===== src/rtl/sync_loss_pkg.sv =====
package sync_loss_pkg;
  localparam int NUM_PORTS = 2;
  typedef enum logic {
    MODE_WIDE  = 1'b0,
    MODE_SPLIT = 1'b1
  } lane_mode_e;
endpackage


===== src/rtl/sync_loss_lane_timer.sv =====
module sync_loss_lane_timer #(
  parameter int TIMEOUT = 20'hFFFFF,
  parameter int CW      = $clog2(TIMEOUT + 1)
) (
  input  logic clk,
  input  logic rst,
  input  logic armed_i,
  input  logic sync_i,
  input  logic tick_i,
  output logic expired_o
);
  localparam logic [CW-1:0] TERM  = CW'(TIMEOUT);
  localparam logic [CW-1:0] LAST  = CW'(TIMEOUT - 1);

  logic [CW-1:0] cnt_q;

  always_ff @(posedge clk) begin
    if (rst || !armed_i || sync_i) begin
      cnt_q     <= '0;
      expired_o <= 1'b0;
    end else begin
      expired_o <= 1'b0;
      if (tick_i && cnt_q != TERM) begin
        cnt_q     <= cnt_q + 1'b1;
        expired_o <= (cnt_q == LAST);
      end
    end
  end

  p_bounded_r4: assert property (@(posedge clk) disable iff (rst) cnt_q <= TERM);
  p_single_pulse_r11: assert property (@(posedge clk) disable iff (rst)
    expired_o |=> !expired_o);
  p_tick_gate_r3: assert property (@(posedge clk) disable iff (rst)
    (!tick_i && armed_i && !sync_i) |=> $stable(cnt_q));
  p_unarmed_idle_r2: assert property (@(posedge clk) disable iff (rst)
    !armed_i |=> !expired_o);
endmodule


===== src/rtl/sync_loss_port_map.sv =====
module sync_loss_port_map
  import sync_loss_pkg::*;
#(
  parameter int LANES = 4
) (
  input  logic                 split_i,
  input  logic [NUM_PORTS-1:0] link_up_i,
  input  logic [LANES-1:0]     lane_exp_i,
  output logic [LANES-1:0]     armed_o,
  output logic [NUM_PORTS-1:0] port_set_o
);
  lane_mode_e mode;
  assign mode = lane_mode_e'(split_i);

  for (genvar l = 0; l < LANES; l++) begin : g_arm
    if (l == 0) begin : g_even
      assign armed_o[l] = link_up_i[0];
    end else if (l == 1) begin : g_odd
      assign armed_o[l] = (mode == MODE_SPLIT) ? link_up_i[1] : link_up_i[0];
    end else begin : g_upper
      assign armed_o[l] = (mode == MODE_WIDE) && link_up_i[0];
    end
  end

  always_comb begin
    if (mode == MODE_SPLIT) begin
      port_set_o[1] = lane_exp_i[1];
      port_set_o[0] = lane_exp_i[0] | lane_exp_i[1];
    end else begin
      port_set_o[1] = 1'b0;
      port_set_o[0] = |lane_exp_i;
    end
  end
endmodule


===== src/rtl/sync_loss_err_status.sv =====
module sync_loss_err_status
  import sync_loss_pkg::*;
(
  input  logic                 clk,
  input  logic                 rst,
  input  logic [NUM_PORTS-1:0] set_i,
  input  logic [NUM_PORTS-1:0] clr_i,
  output logic [NUM_PORTS-1:0] err_o
);
  for (genvar p = 0; p < NUM_PORTS; p++) begin : g_bit
    always_ff @(posedge clk) begin
      if (rst)           err_o[p] <= 1'b0;
      else if (set_i[p]) err_o[p] <= 1'b1;
      else if (clr_i[p]) err_o[p] <= 1'b0;
    end

    p_sticky_r7: assert property (@(posedge clk) disable iff (rst)
      (err_o[p] && !clr_i[p]) |=> err_o[p]);
    p_set_wins_r7: assert property (@(posedge clk) disable iff (rst)
      set_i[p] |=> err_o[p]);
  end
endmodule


===== src/rtl/sync_loss_timer.sv =====
module sync_loss_timer
  import sync_loss_pkg::*;
#(
  parameter int LANES   = 4,
  parameter int TIMEOUT = 20'hFFFFF
) (
  input  logic             clk,
  input  logic             rst,
  input  logic             split_i,
  input  logic [1:0]       link_up_i,
  input  logic [LANES-1:0] lane_sync_i,
  input  logic             sym_tick_i,
  input  logic [1:0]       err_clr_i,
  output logic [1:0]       port_err_o
);
  localparam int CW = $clog2(TIMEOUT + 1);

  logic [LANES-1:0]     armed;
  logic [LANES-1:0]     lane_exp;
  logic [NUM_PORTS-1:0] port_set;

  sync_loss_port_map #(.LANES(LANES)) u_map (
    .split_i   (split_i),
    .link_up_i (link_up_i),
    .lane_exp_i(lane_exp),
    .armed_o   (armed),
    .port_set_o(port_set)
  );

  for (genvar l = 0; l < LANES; l++) begin : g_lane
    sync_loss_lane_timer #(.TIMEOUT(TIMEOUT), .CW(CW)) u_tmr (
      .clk      (clk),
      .rst      (rst),
      .armed_i  (armed[l]),
      .sync_i   (lane_sync_i[l]),
      .tick_i   (sym_tick_i),
      .expired_o(lane_exp[l])
    );
  end

  sync_loss_err_status u_err (
    .clk  (clk),
    .rst  (rst),
    .set_i(port_set),
    .clr_i(err_clr_i),
    .err_o(port_err_o)
  );

  p_odd_mirror_r9: assert property (@(posedge clk) disable iff (rst)
    (split_i && lane_exp[1]) |=> (port_err_o[0] && port_err_o[1]));
  p_wide_odd_quiet_r8: assert property (@(posedge clk) disable iff (rst)
    (!split_i && !port_err_o[1]) |=> !port_err_o[1]);
endmodule


===== config.mk =====
export PLATFORM = sky130hd
export DESIGN_NAME = sync_loss_timer
export DESIGN_NICKNAME = d
export VERILOG_FILES = /design/src/rtl/sync_loss_pkg.sv /design/src/rtl/sync_loss_lane_timer.sv /design/src/rtl/sync_loss_port_map.sv /design/src/rtl/sync_loss_err_status.sv /design/src/rtl/sync_loss_timer.sv
export SDC_FILE = /design/constraint.sdc
export NUM_CORES = 1
export LEC_CHECK = 0
export ABC_AREA = 0
export BUFFER_PORTS_ARGS = -buffer_cell sky130_fd_sc_hd__buf_2
export CORE_MARGIN = 2
export CORE_UTILIZATION = 25
export DETAILED_ROUTE_END_ITERATION = 6
export PLACE_DENSITY = 0.4
export SETUP_SLACK_MARGIN = 0.15
export SYNTH_ARGS = -nofsm -noshare
export SYNTH_HDL_FRONTEND = slang
export SYNTH_SLANG_ARGS = --single-unit

===== constraint.sdc =====
create_clock -name clk -period 5.21 [get_ports clk]
set_input_delay 1.042 -clock clk [delete_from_list [all_inputs] [get_ports clk]]
set_output_delay 1.042 -clock clk [all_outputs]
set_load 0.1 [all_outputs]

======== Word-level counts from Yosys, hierarchy flattened ========
Cells that the tools add are included.
storage, ports and cells
  bits in registers ....................... 86
  input bits .............................. 12
  output and inout port bits .............. 2
  word-level logic and storage cells ...... 56
operators by class
  add/sub/neg operators ................... 4
  equal/unequal tests ..................... 8
  mux-type cells .......................... 6
  bitwise logic cells ..................... 6
  reductions and logical operators ........ 22
operator list
  operator               count
  $add 20x1->20 const B  4
  $eq 20x20->1 const B   4
  $ne 20x20->1 const B   4
  $reduce_or 2->1        4
  $logic_or 1x1->1       7
  $logic_and 1x1->1      5
  $mux 1                 5
  $not 1->1              5
  $reduce_bool 2->1      2
  $reduce_or 4->1        1
  $logic_not 1->1        3
  $mux 2                 1
  $or 1x1->1             1

======== Logic depth before layout (Yosys ltp) ========
Gate-level depths: netlist of run 1.
  depth in word-level cells ............... 6
  gate-level depth with buffers ........... 7
  gate-level depth less buffers ........... 6

======== Cells and area by module ========
A second synthesis of run 1 with hierarchy kept.
second synthesis, totals
  cells, all modules ...................... 552
  area, all modules ....................... 4,699.5 um^2
by module, submodules not included
  module                times used  cells each  area each (um^2)  seq. area each (um^2)
  sync_loss_lane_timer  4           134         1,144.8           420.4
  sync_loss_err_status  1           8           70.1              40.0
  sync_loss_port_map    1           8           50.0              0.0

======== Worst setup path before layout of run 1 ========
No wires, ideal clock.
  path kind ............................... input port to flip-flop
  start ................................... in rst
  end ..................................... reg g_lane[0].u_tmr.expired_o
  setup time .............................. 0.079 ns
  arrival ................................. 2.242 ns
  required time ........................... 5.131 ns
  setup slack ............................. 2.889 ns
  cell stages on the path ................. 5
  buffers on the path ..................... 1
  cells stage by stage .................... nand2b_1 > or2_2 > buf_2 > or4_1 > nor3_1
between the ends
  cells in the longest elaborated chain, start to end .. 3
RTL lines
  element                        RTL line                    source
  start, declared                sync_loss_timer.sv:8        input logic rst,
  $logic_or 1x1->1 (2 in a row)  sync_loss_lane_timer.sv:18  if (rst || !armed_i || sync_i) begin
  $reduce_or 2->1 (no line)      -
  end signal, assigned           sync_loss_lane_timer.sv:25  expired_o <= (cnt_q == LAST);
  end, declared                  sync_loss_lane_timer.sv:10  output logic expired_o
Every way passes these cells.
A chain may end at the register's enable or synchronous reset.

======== Worst setup path after layout of run 1 ========
  start ................................... in sym_tick_i
  end ..................................... reg g_lane[3].u_tmr.cnt_q[16]
between the ends
  cells in the longest elaborated chain, start to end .. 1
RTL lines
  element               RTL line                    source
  start, declared       sync_loss_timer.sv:12       input logic sym_tick_i,
  $logic_and 1x1->1     sync_loss_lane_timer.sv:23  if (tick_i && cnt_q != TERM) begin
  end signal, assigned  sync_loss_lane_timer.sv:24  cnt_q <= cnt_q + 1'b1;
  end, declared         sync_loss_lane_timer.sv:15  logic [CW-1:0] cnt_q;
Every way passes these cells.

==> results of run 1 <==
==> flip-flops by register name (all words and copies together), names as in the netlist <==
signal and cells:
g_lane.u_tmr.expired_o 4, g_lane.u_tmr.cnt_q 80, u_err.err_o 2
==> final timing paths <==
kind              depth (start not counted)                   endpoint                      start
setup reg to reg                          6   g_lane[2].u_tmr.cnt_q[0]   g_lane[2].u_tmr.cnt_q[0]
hold / removal                            2             u_err.err_o[0]  g_lane[0].u_tmr.expired_o
hold reg to reg                           2             u_err.err_o[0]  g_lane[0].u_tmr.expired_o
setup / recovery                          6  g_lane[3].u_tmr.cnt_q[16]                 sym_tick_i
==> per-layer routing <==
layer / track usage [%] / vias to the layer above / part of all wire, %
met1: 15.7 / 1669 / 53
met3: 2.15 / 11 / 2.0
met2: 17.2 / 46 / 42
met5: 0 / - / 0
met4: 6.21 / 0 / 2.4
li1: - / 1860 / -
==> cells in the final DEF (no fill, tap or decap), types with 9 or more instances in the layout <==
master     Yosys  final
dfxtp_1       86     86
nor2_1        72     72
nand2_1       29     29
nand3_1       28     28
nor3_1        27     27
xnor2_1       27     27
a21oi_1       22     22
nand4_1       18     18
xor2_1        15     15
inv_1         14     14
or3_1         14     14
nor4_1        15     14
buf_2          5     13
o21ai_0       13     12
and4_1        12     12
a31oi_1       12     12
clkbuf_16      0      9
==> worst max-delay path, delay by kind of cell <==
kind	cells	cell delay (ps)
simple gates	4	1160
buf+inv	1	380
xor+xnor	1	140
==> power by group through the flow <==
stage / Clock [mW] / Sequential, mW / Combinational [mW]
after global routing: 0.664 / 0.660 / 0.0316
after detailed placement: 0 / 0.675 / 0.0283
after CTS: 0.639 / 0.660 / 0.0284
final: 0.617 / 0.660 / 0.0278
after floorplan: 0 / 0.674 / 0.0168
after global placement: 0 / 0.675 / 0.0281
==> stage by stage <==
stage          utilization [%]  worst slack [ps]  std cells  cell area (sq um)  hold WS (ps)
6_report                  28.9              2670        731               4770           457
5_1_grt                   28.9              2510        731               4770           491
4_1_cts                   28.9              2530        731               4770           454
3_5_place_dp              27.2              2330        717               4500           445
3_3_place_gp              27.2              2360        717               4500           448
2_1_floorplan                -              2890        500               4220           422
==> cell families (layout without fill, tap and decap cells) <==
kind of cell	count (synthesis)	after routing	synth area share, %
mux	4	4	0.978
simple gates	250	250	32.1
buf+inv	30	41	2.90
compound gates	80	80	12.2
flops	86	86	40.8
fa+ha+maj	8	8	2.37
xor+xnor	42	42	8.71
==> final cells by class <==
cell class	count	area, sq um	area share, %
Clock inverter	1	5.00	0.105
Multi-Input combinational cell	384	2380	49.9
Clock buffer	13	270	5.66
Inverter	14	52.6	1.10
Timing Repair Buffer	13	65.1	1.36
Tap cell	220	275	5.77
Sequential cell	86	1720	36.1
==> metrics.txt, run 1 <==
status=complete, no violations; Pre-antenna DRT Iters=4; top cells by area, synth=dfxtp_1 41%, nor2_1 6.4%, xnor2_1 5.6%; max-cap check violation count=0; I/O pins=14; top cell type's share of synthesized area=40.8%; Tightest Pin Transition=1180 ps; root buffer cell=clkbuf_16; GRT Overall Usage=11.5%; relative slew slack=20.4%; gp weighted congestion=0.738; post-route ant nets=0; FMAX=0.394 GHz; chip width=134 microns; Avg Inst Size Synth=8.44 sq um; crit path max-delay cell type=or3_1; Worst path max stage delay=530 ps; Net Switching=0.282 mW; logic gate share of total power=2.1%; Longest Clk Path Bufs=2; element type at the critical path end=flop; Initial Utilization=25.5%; DP HPWL=6790 microns; CTS H-tree depth=3; final hold violation count=0; switching share of power=21.6%; crit-path cells=buf_2 > nand4_1 > or3_1 > nor3_1 > xnor2_1 > nor2_1; Synth Instances=500; Mapped Nets=520; CTS resizes=0; Req. time, crit path=5410 ps; internal power=1.02 mW; Yosys reg bits=86; Reg power frac=50.6%; Post-Syn Area=4220 sq um; R2R Setup Slk=2870 ps; CTS tree=yes; die height=134 microns; Startpoint Class=input port; final antenna diode count=0; unrepaired setup endpoints after global routing=no; clk sink count=86; final setup violation count=0; die area=17900 sq um; hold_buf cts=0; num rows=47; # port buffers=13; CTS buffer count=9; Max Transition Viols Final=0; fraction of registers with async set/reset=0%; clk_skew=8.38 ps; leading area contributor after synthesis=dfxtp_1; Netlist cell types=53; post-synthesis sequential area ratio=40.8%; Final nets=528; maximum VDD drop=172 uV; Reg clk slew, reported paths=60 ps; critical path class=in -> reg; DRC Markers=0; initial antenna violation count=0; share of cells above drive strength 1=7.24%; Syn-to-layout area delta=13.1%; synth warn=0; core box area=16500 sq um; largest net degree at the start of global routing=25; count leader, synth=dfxtp_1; period utilization=48.8%; Clock Power Share=47.3%; CP max FO=24; Skew-Pair Late Insertion Delay=350 ps; Final Critical Period=2540 ps; list of most frequent post-synthesis cells=86 x dfxtp_1, 72 x nor2_1, 29 x nand2_1, 28 x nand3_1; DR WL/cell=13.3 microns; Hold Crit Class=reg -> reg; vias per inst=4.91; fill cell count=1761; Power, Total=1.31 mW; Vias=3586; critical path arrival=2740 ps; PwrDens=273 nW/um^2; Post-synth EDFFs=0; Synth Flop Type=dfxtp_1; number of global-route vias before repair=3393; first-pass GRT wire length=16600 microns; total grt overflow=0; Pleak=1.40 nW; 1st-iter DRT viols=172; Setup Fix Bufs, Post-CTS=0; setup TNS=0 ps; Post-Route WL=9710 microns
No activity file was read; power rests on OpenSTA's default activity.
==> inputs of run 2 (changes only) <==
==> constraint.sdc (replaced) <==
create_clock -name clk -period 2.4 [get_ports clk]
set_input_delay 0.48 -clock clk [delete_from_list [all_inputs] [get_ports clk]]
set_output_delay 0.48 -clock clk [all_outputs]
set_load 0.1 [all_outputs]
==> run 2 against run 1 <==
- core utilization is 0.86 points higher
- count of clock-buffer cells in the layout shrank 1
- total power up 130%
- clock power increased by 140%
- clock skew about the same
- worst setup slack lost 2200 ps
- combinational power grew 140%
- sequential power increased by 120%
- final cell count is 2.1% higher
- design area rose by 3.0%
- sequential share of layout area shrank 1.0 points
- largest cell class unchanged
==> metrics.txt, run 2 (synthesis results as in run 1) <==
first-pass GRT wire length=16900 microns; DRC Markers=0; DP HPWL=7040 microns; total grt overflow=0; num rows=47; max-cap check violation count=0; Startpoint Class=flop; Skew-Pair Late Insertion Delay=350 ps; DR WL/cell=13.0 microns; Vias=3595; status=complete, no violations; Regs by FF count=g_lane.u_tmr.cnt_q: 80 flops, g_lane.u_tmr.expired_o: 4 flops, u_err.err_o: 2 flops; FMAX=0.510 GHz; share of cells above drive strength 1=10.1%; most frequent cells in the layout=86 x dfxtp_1, 72 x nor2_1, 29 x nand2_1; Post-Route WL=9720 microns; CP max FO=7; hold_buf cts=0; CTS H-tree depth=3; Final Instance Area=4920 sq um; root buffer cell=clkbuf_16; CTS tree=yes; CTS buffer count=9; post-route setup slack=438 ps; number of global-route vias before repair=3430; # port buffers=13; vias per inst=4.82; relative slew slack=55.0%; die height=134 microns; Syn-to-layout area delta=16.4%; GRT Overall Usage=11.6%; Setup Fix Bufs, Post-CTS=0; Clock Power Share=49.8%; Placed Area=4600 sq um; Setup WS pre-CTS=254 ps; unrepaired setup endpoints after global routing=no; Pleak=1.48 nW; I/O pins=14; critical path class=reg -> reg; maximum VDD drop=351 uV; PwrDens=607 nW/um^2; 1st-iter DRT viols=173; Req. time, crit path=2670 ps; Pre-antenna DRT Iters=4; Reg clk slew, reported paths=60 ps; Net Switching=0.640 mW; setup TNS=0 ps; Power, Total=2.99 mW; initial antenna violation count=0; Initial Utilization=25.5%; internal power=2.35 mW; element type at the critical path end=flop; clk_skew=8.24 ps; final antenna diode count=0; critical path arrival=2240 ps; largest net degree at the start of global routing=20; CTS resizes=0; clk sink count=86; Final nets=541; Tightest Pin Transition=675 ps; logic gate share of total power=2.2%; final hold violation count=0; Longest Clk Path Bufs=2; Hold Crit Class=in -> reg; commonest non-fill, non-tap cell in the layout=dfxtp_1; core box area=16500 sq um; Final Critical Period=1960 ps; chip width=134 microns; switching share of power=21.4%; final setup violation count=0; Max Transition Viols Final=0; period utilization=81.7%; Reg power frac=48.0%; gp weighted congestion=0.745; die area=17900 sq um; Top reg by flops=g_lane.u_tmr.cnt_q; max reg flops=80; post-route ant nets=0
[run 2: cell count changes in the layout (fill, tap and decap cells not counted), sizes merged]
cell / before / now
clkinvlp: 0 / 2
clkbuf: 13 / 12
bufinv: 0 / 1
buf: 13 / 26
[run 2: per-stage QoR]
| step | hold WS, ps | cells | util, % |
|---|---|---|---|
| floorplan | 422 | 500 | - |
| global placement | 449 | 730 | 27.8 |
| detailed placement | 451 | 730 | 27.8 |
| CTS | 375 | 746 | 29.7 |
| global route | 388 | 746 | 29.7 |
| finish | 372 | 746 | 29.7 |
[run 2: critical path, cell delays in order (launching register included)]
cell	delay (ps)
dfxtp_1	390
ha_1	260
nand4_1	230
or3_1	510
or3_1	370
a21oi_1	130
[run 2: final timing paths]
| check | startpoint | to | slack [ps] | cells after the start |
|---|---|---|---|---|
| setup / recovery | g_lane[3].u_tmr.cnt_q[1] | g_lane[3].u_tmr.cnt_q[14] | 440 | 5 |
| hold / removal | rst | u_err.err_o[0] | 370 | 2 |
| setup reg to reg | g_lane[3].u_tmr.cnt_q[1] | g_lane[3].u_tmr.cnt_q[14] | 440 | 5 |
| hold reg to reg | g_lane[1].u_tmr.cnt_q[6] | g_lane[1].u_tmr.cnt_q[6] | 460 | 1 |
[run 2: power by group through the flow]
stage          clock (mW)  sequential, mW  combinational (mW)
3_3_place_gp            0            1.46              0.0669
3_5_place_dp            0            1.46              0.0674
2_1_floorplan           0            1.46              0.0365
4_1_cts              1.54            1.43              0.0676
6_report             1.49            1.43              0.0660
5_1_grt              1.60            1.43              0.0741
[run 2: final cells by class]
cell class	instances	area [sq um]
timing repair buffer	26	163
inverter	14	52.6
clock buffer	12	267
multi-input combinational	384	2380
tap	220	275
clock inverter	4	53.8
fill	1756	11600
sequential	86	1720
[run 2: routing by layer]
| metal | global-route usage [%] | part of all wire, % | up-vias |
|---|---|---|---|
| met3 | 2.34 | 2.5 | 15 |
| met1 | 15.8 | 52 | 1670 |
| met5 | 0 | 0 | - |
| li1 | - | - | 1872 |
| met4 | 5.38 | 2.1 | 0 |
| met2 | 17.5 | 44 | 38 |
==> inputs of run 3 (changes only) <==
==> constraint.sdc (replaced) <==
create_clock -name clk -period 1.92 [get_ports clk]
set_input_delay 0.384 -clock clk [delete_from_list [all_inputs] [get_ports clk]]
set_output_delay 0.384 -clock clk [all_outputs]
set_load 0.1 [all_outputs]
==> run 3 against run 2 <==
- sequential power increased by 25%
- design area grew 9.7%
- worst setup slack lost 210 ps
- flip-flop and latch count did not move
- sequential share of layout area decreased by 2.7 points
- global-route usage is 0.55 points higher
==> metrics.txt, run 3 (synthesis results as in run 1) <==
status=complete, no violations; DP HPWL=7510 microns; chip width=134 microns; hold_sp=err_clr_i[1]; Vias=3757; largest net degree at the start of global routing=20; critical path arrival=1940 ps; die height=134 microns; clk_skew=6.18 ps; hold_buf cts=0; internal power=3.00 mW; Buf/Inv on CP=0; logic gate share of total power=2.7%; num rows=47; Worst Setup SP=g_lane[3].u_tmr.cnt_q[1]; final hold violation count=0; unrepaired setup endpoints after global routing=yes; relative slew slack=67.8%; CTS H-tree depth=3; commonest non-fill, non-tap cell in the layout=nor2_1; Net Switching=0.823 mW; post-route ant nets=0; DR WL/cell=13.4 microns; reg-to-reg startpoint=g_lane[3].u_tmr.cnt_q[1]; Initial Utilization=25.5%; Top reg by flops=g_lane.u_tmr.cnt_q; root buffer cell=clkbuf_16; clk sink count=86; GRT Overall Usage=12.1%; Tightest Pin Transition=487 ps; area occupied by multi-input gates=2510 sq um; gp weighted congestion=0.746; PwrDens=710 nW/um^2; fill cell count=1731; switching share of power=21.5%; Skew-Pair Late Insertion Delay=350 ps; maximum VDD drop=450 uV; Clock Power Share=50.5%; Reg power frac=46.8%; number of global-route vias before repair=3456; Pleak=1.70 nW; final antenna diode count=0; 1st-iter DRT viols=200; CTS tree=yes; CP top delay family=simple AND/OR/NAND/NOR gates; share of cells above drive strength 1=22.7%; initial antenna violation count=0; Max Transition Viols Final=0; FMAX=0.590 GHz; Longest Clk Path Bufs=2; crit-path cells=nand2_1 > or4_4 > nor4b_4 > xnor2_1 > nor2_1; Startpoint Class=flop; die area=17900 sq um; register area=1740 sq um; final setup violation count=0; I/O pins=14; CP max FO=5; crit path max-delay cell type=or4_4; R2R Setup Slk=230 ps; core box area=16500 sq um; Hold Crit Class=in -> reg; setup TNS=0 ps; Reg clk slew, reported paths=70 ps; CTS buffer count=9; first-pass GRT wire length=17400 microns; Final nets=584; period utilization=88.2%; element type at the critical path end=flop; Regs by FF count=g_lane.u_tmr.cnt_q: 80 flops, g_lane.u_tmr.expired_o: 4 flops, u_err.err_o: 2 flops; # port buffers=13; total grt overflow=0; Worst path max stage delay=600 ps; critical path class=reg -> reg; max-cap check violation count=0; Pre-antenna DRT Iters=6; DRC Markers=0; Syn-to-layout area delta=27.7%; max reg flops=80; Req. time, crit path=2160 ps; vias per inst=4.76; Final Critical Period=1690 ps; Fin Hold WS=328 ps; Post-Route WL=10600 microns; most frequent cells in the layout=72 x nor2_1, 71 x dfxtp_1, 54 x buf_4
## run 3: final timing paths
| path | to | cells after the start |
|---|---|---|
| hold reg to reg | u_err.err_o[0] | 2 |
| hold / removal | u_err.err_o[1] | 3 |
| setup / recovery | g_lane[3].u_tmr.cnt_q[19] | 5 |
| setup reg to reg | g_lane[3].u_tmr.cnt_q[19] | 5 |
## run 3: worst reg2reg max path, stage by stage, from the launching register on
cell	delay, ps
dfxtp_2	400
nand2_1	110
or4_4	600
nor4b_4	290
xnor2_1	140
nor2_1	50
## run 3: what timing repair did
action / 4_1_cts / 5_1_grt
gates cloned: 0 / 1
gates resized for setup: 2 / 38
endpoints found under the hold margin: 0 / 0
pin swaps: 0 / 7
setup buffers: 0 / 5
endpoints found under the setup margin: 6 / 46
## run 3: layout make-up
type / instances / area share (%)
Timing Repair Buffer: 69 / 9.03
Inverter: 14 / 0.975
Multi-Input combinational cell: 384 / 46.6
Tap cell: 220 / 5.11
Sequential cell: 86 / 32.3
Clock inverter: 5 / 1.53
Clock buffer: 11 / 4.50
## run 3: power groups by stage
stage | clock network [mW] | registers (mW) | logic (mW)
2_1_floorplan | 0 | 1.83 | 0.0456
5_1_grt | 2.08 | 1.79 | 0.114
6_report | 1.93 | 1.79 | 0.103
4_1_cts | 2.01 | 1.79 | 0.104
3_5_place_dp | 0 | 1.83 | 0.104
3_3_place_gp | 0 | 1.83 | 0.104
## run 3: per-stage QoR
stage | power [mW] | worst slack (ps) | utilization, % | cells | instance area, sq um
finish | 3.83 | 226 | 32.6 | 789 | 5390
CTS | 3.90 | 158 | 31.5 | 783 | 5210
global placement | 1.93 | 29.7 | 29.5 | 767 | 4880
global route | 3.98 | 135 | 32.6 | 789 | 5390
floorplan | 1.88 | 167 | - | 500 | 4230
detailed placement | 1.93 | 16.1 | 29.5 | 767 | 4880
## run 3: routing by layer
| layer | track usage [%] | part of all wire, % | routed length, microns |
|---|---|---|---|
| met5 | 0 | 0 | 0 |
| met1 | 17.2 | 52 | 5480 |
| met3 | 2.42 | 2.9 | 304 |
| met4 | 5.50 | 2.0 | 206 |
| met2 | 17.7 | 43 | 4570 |
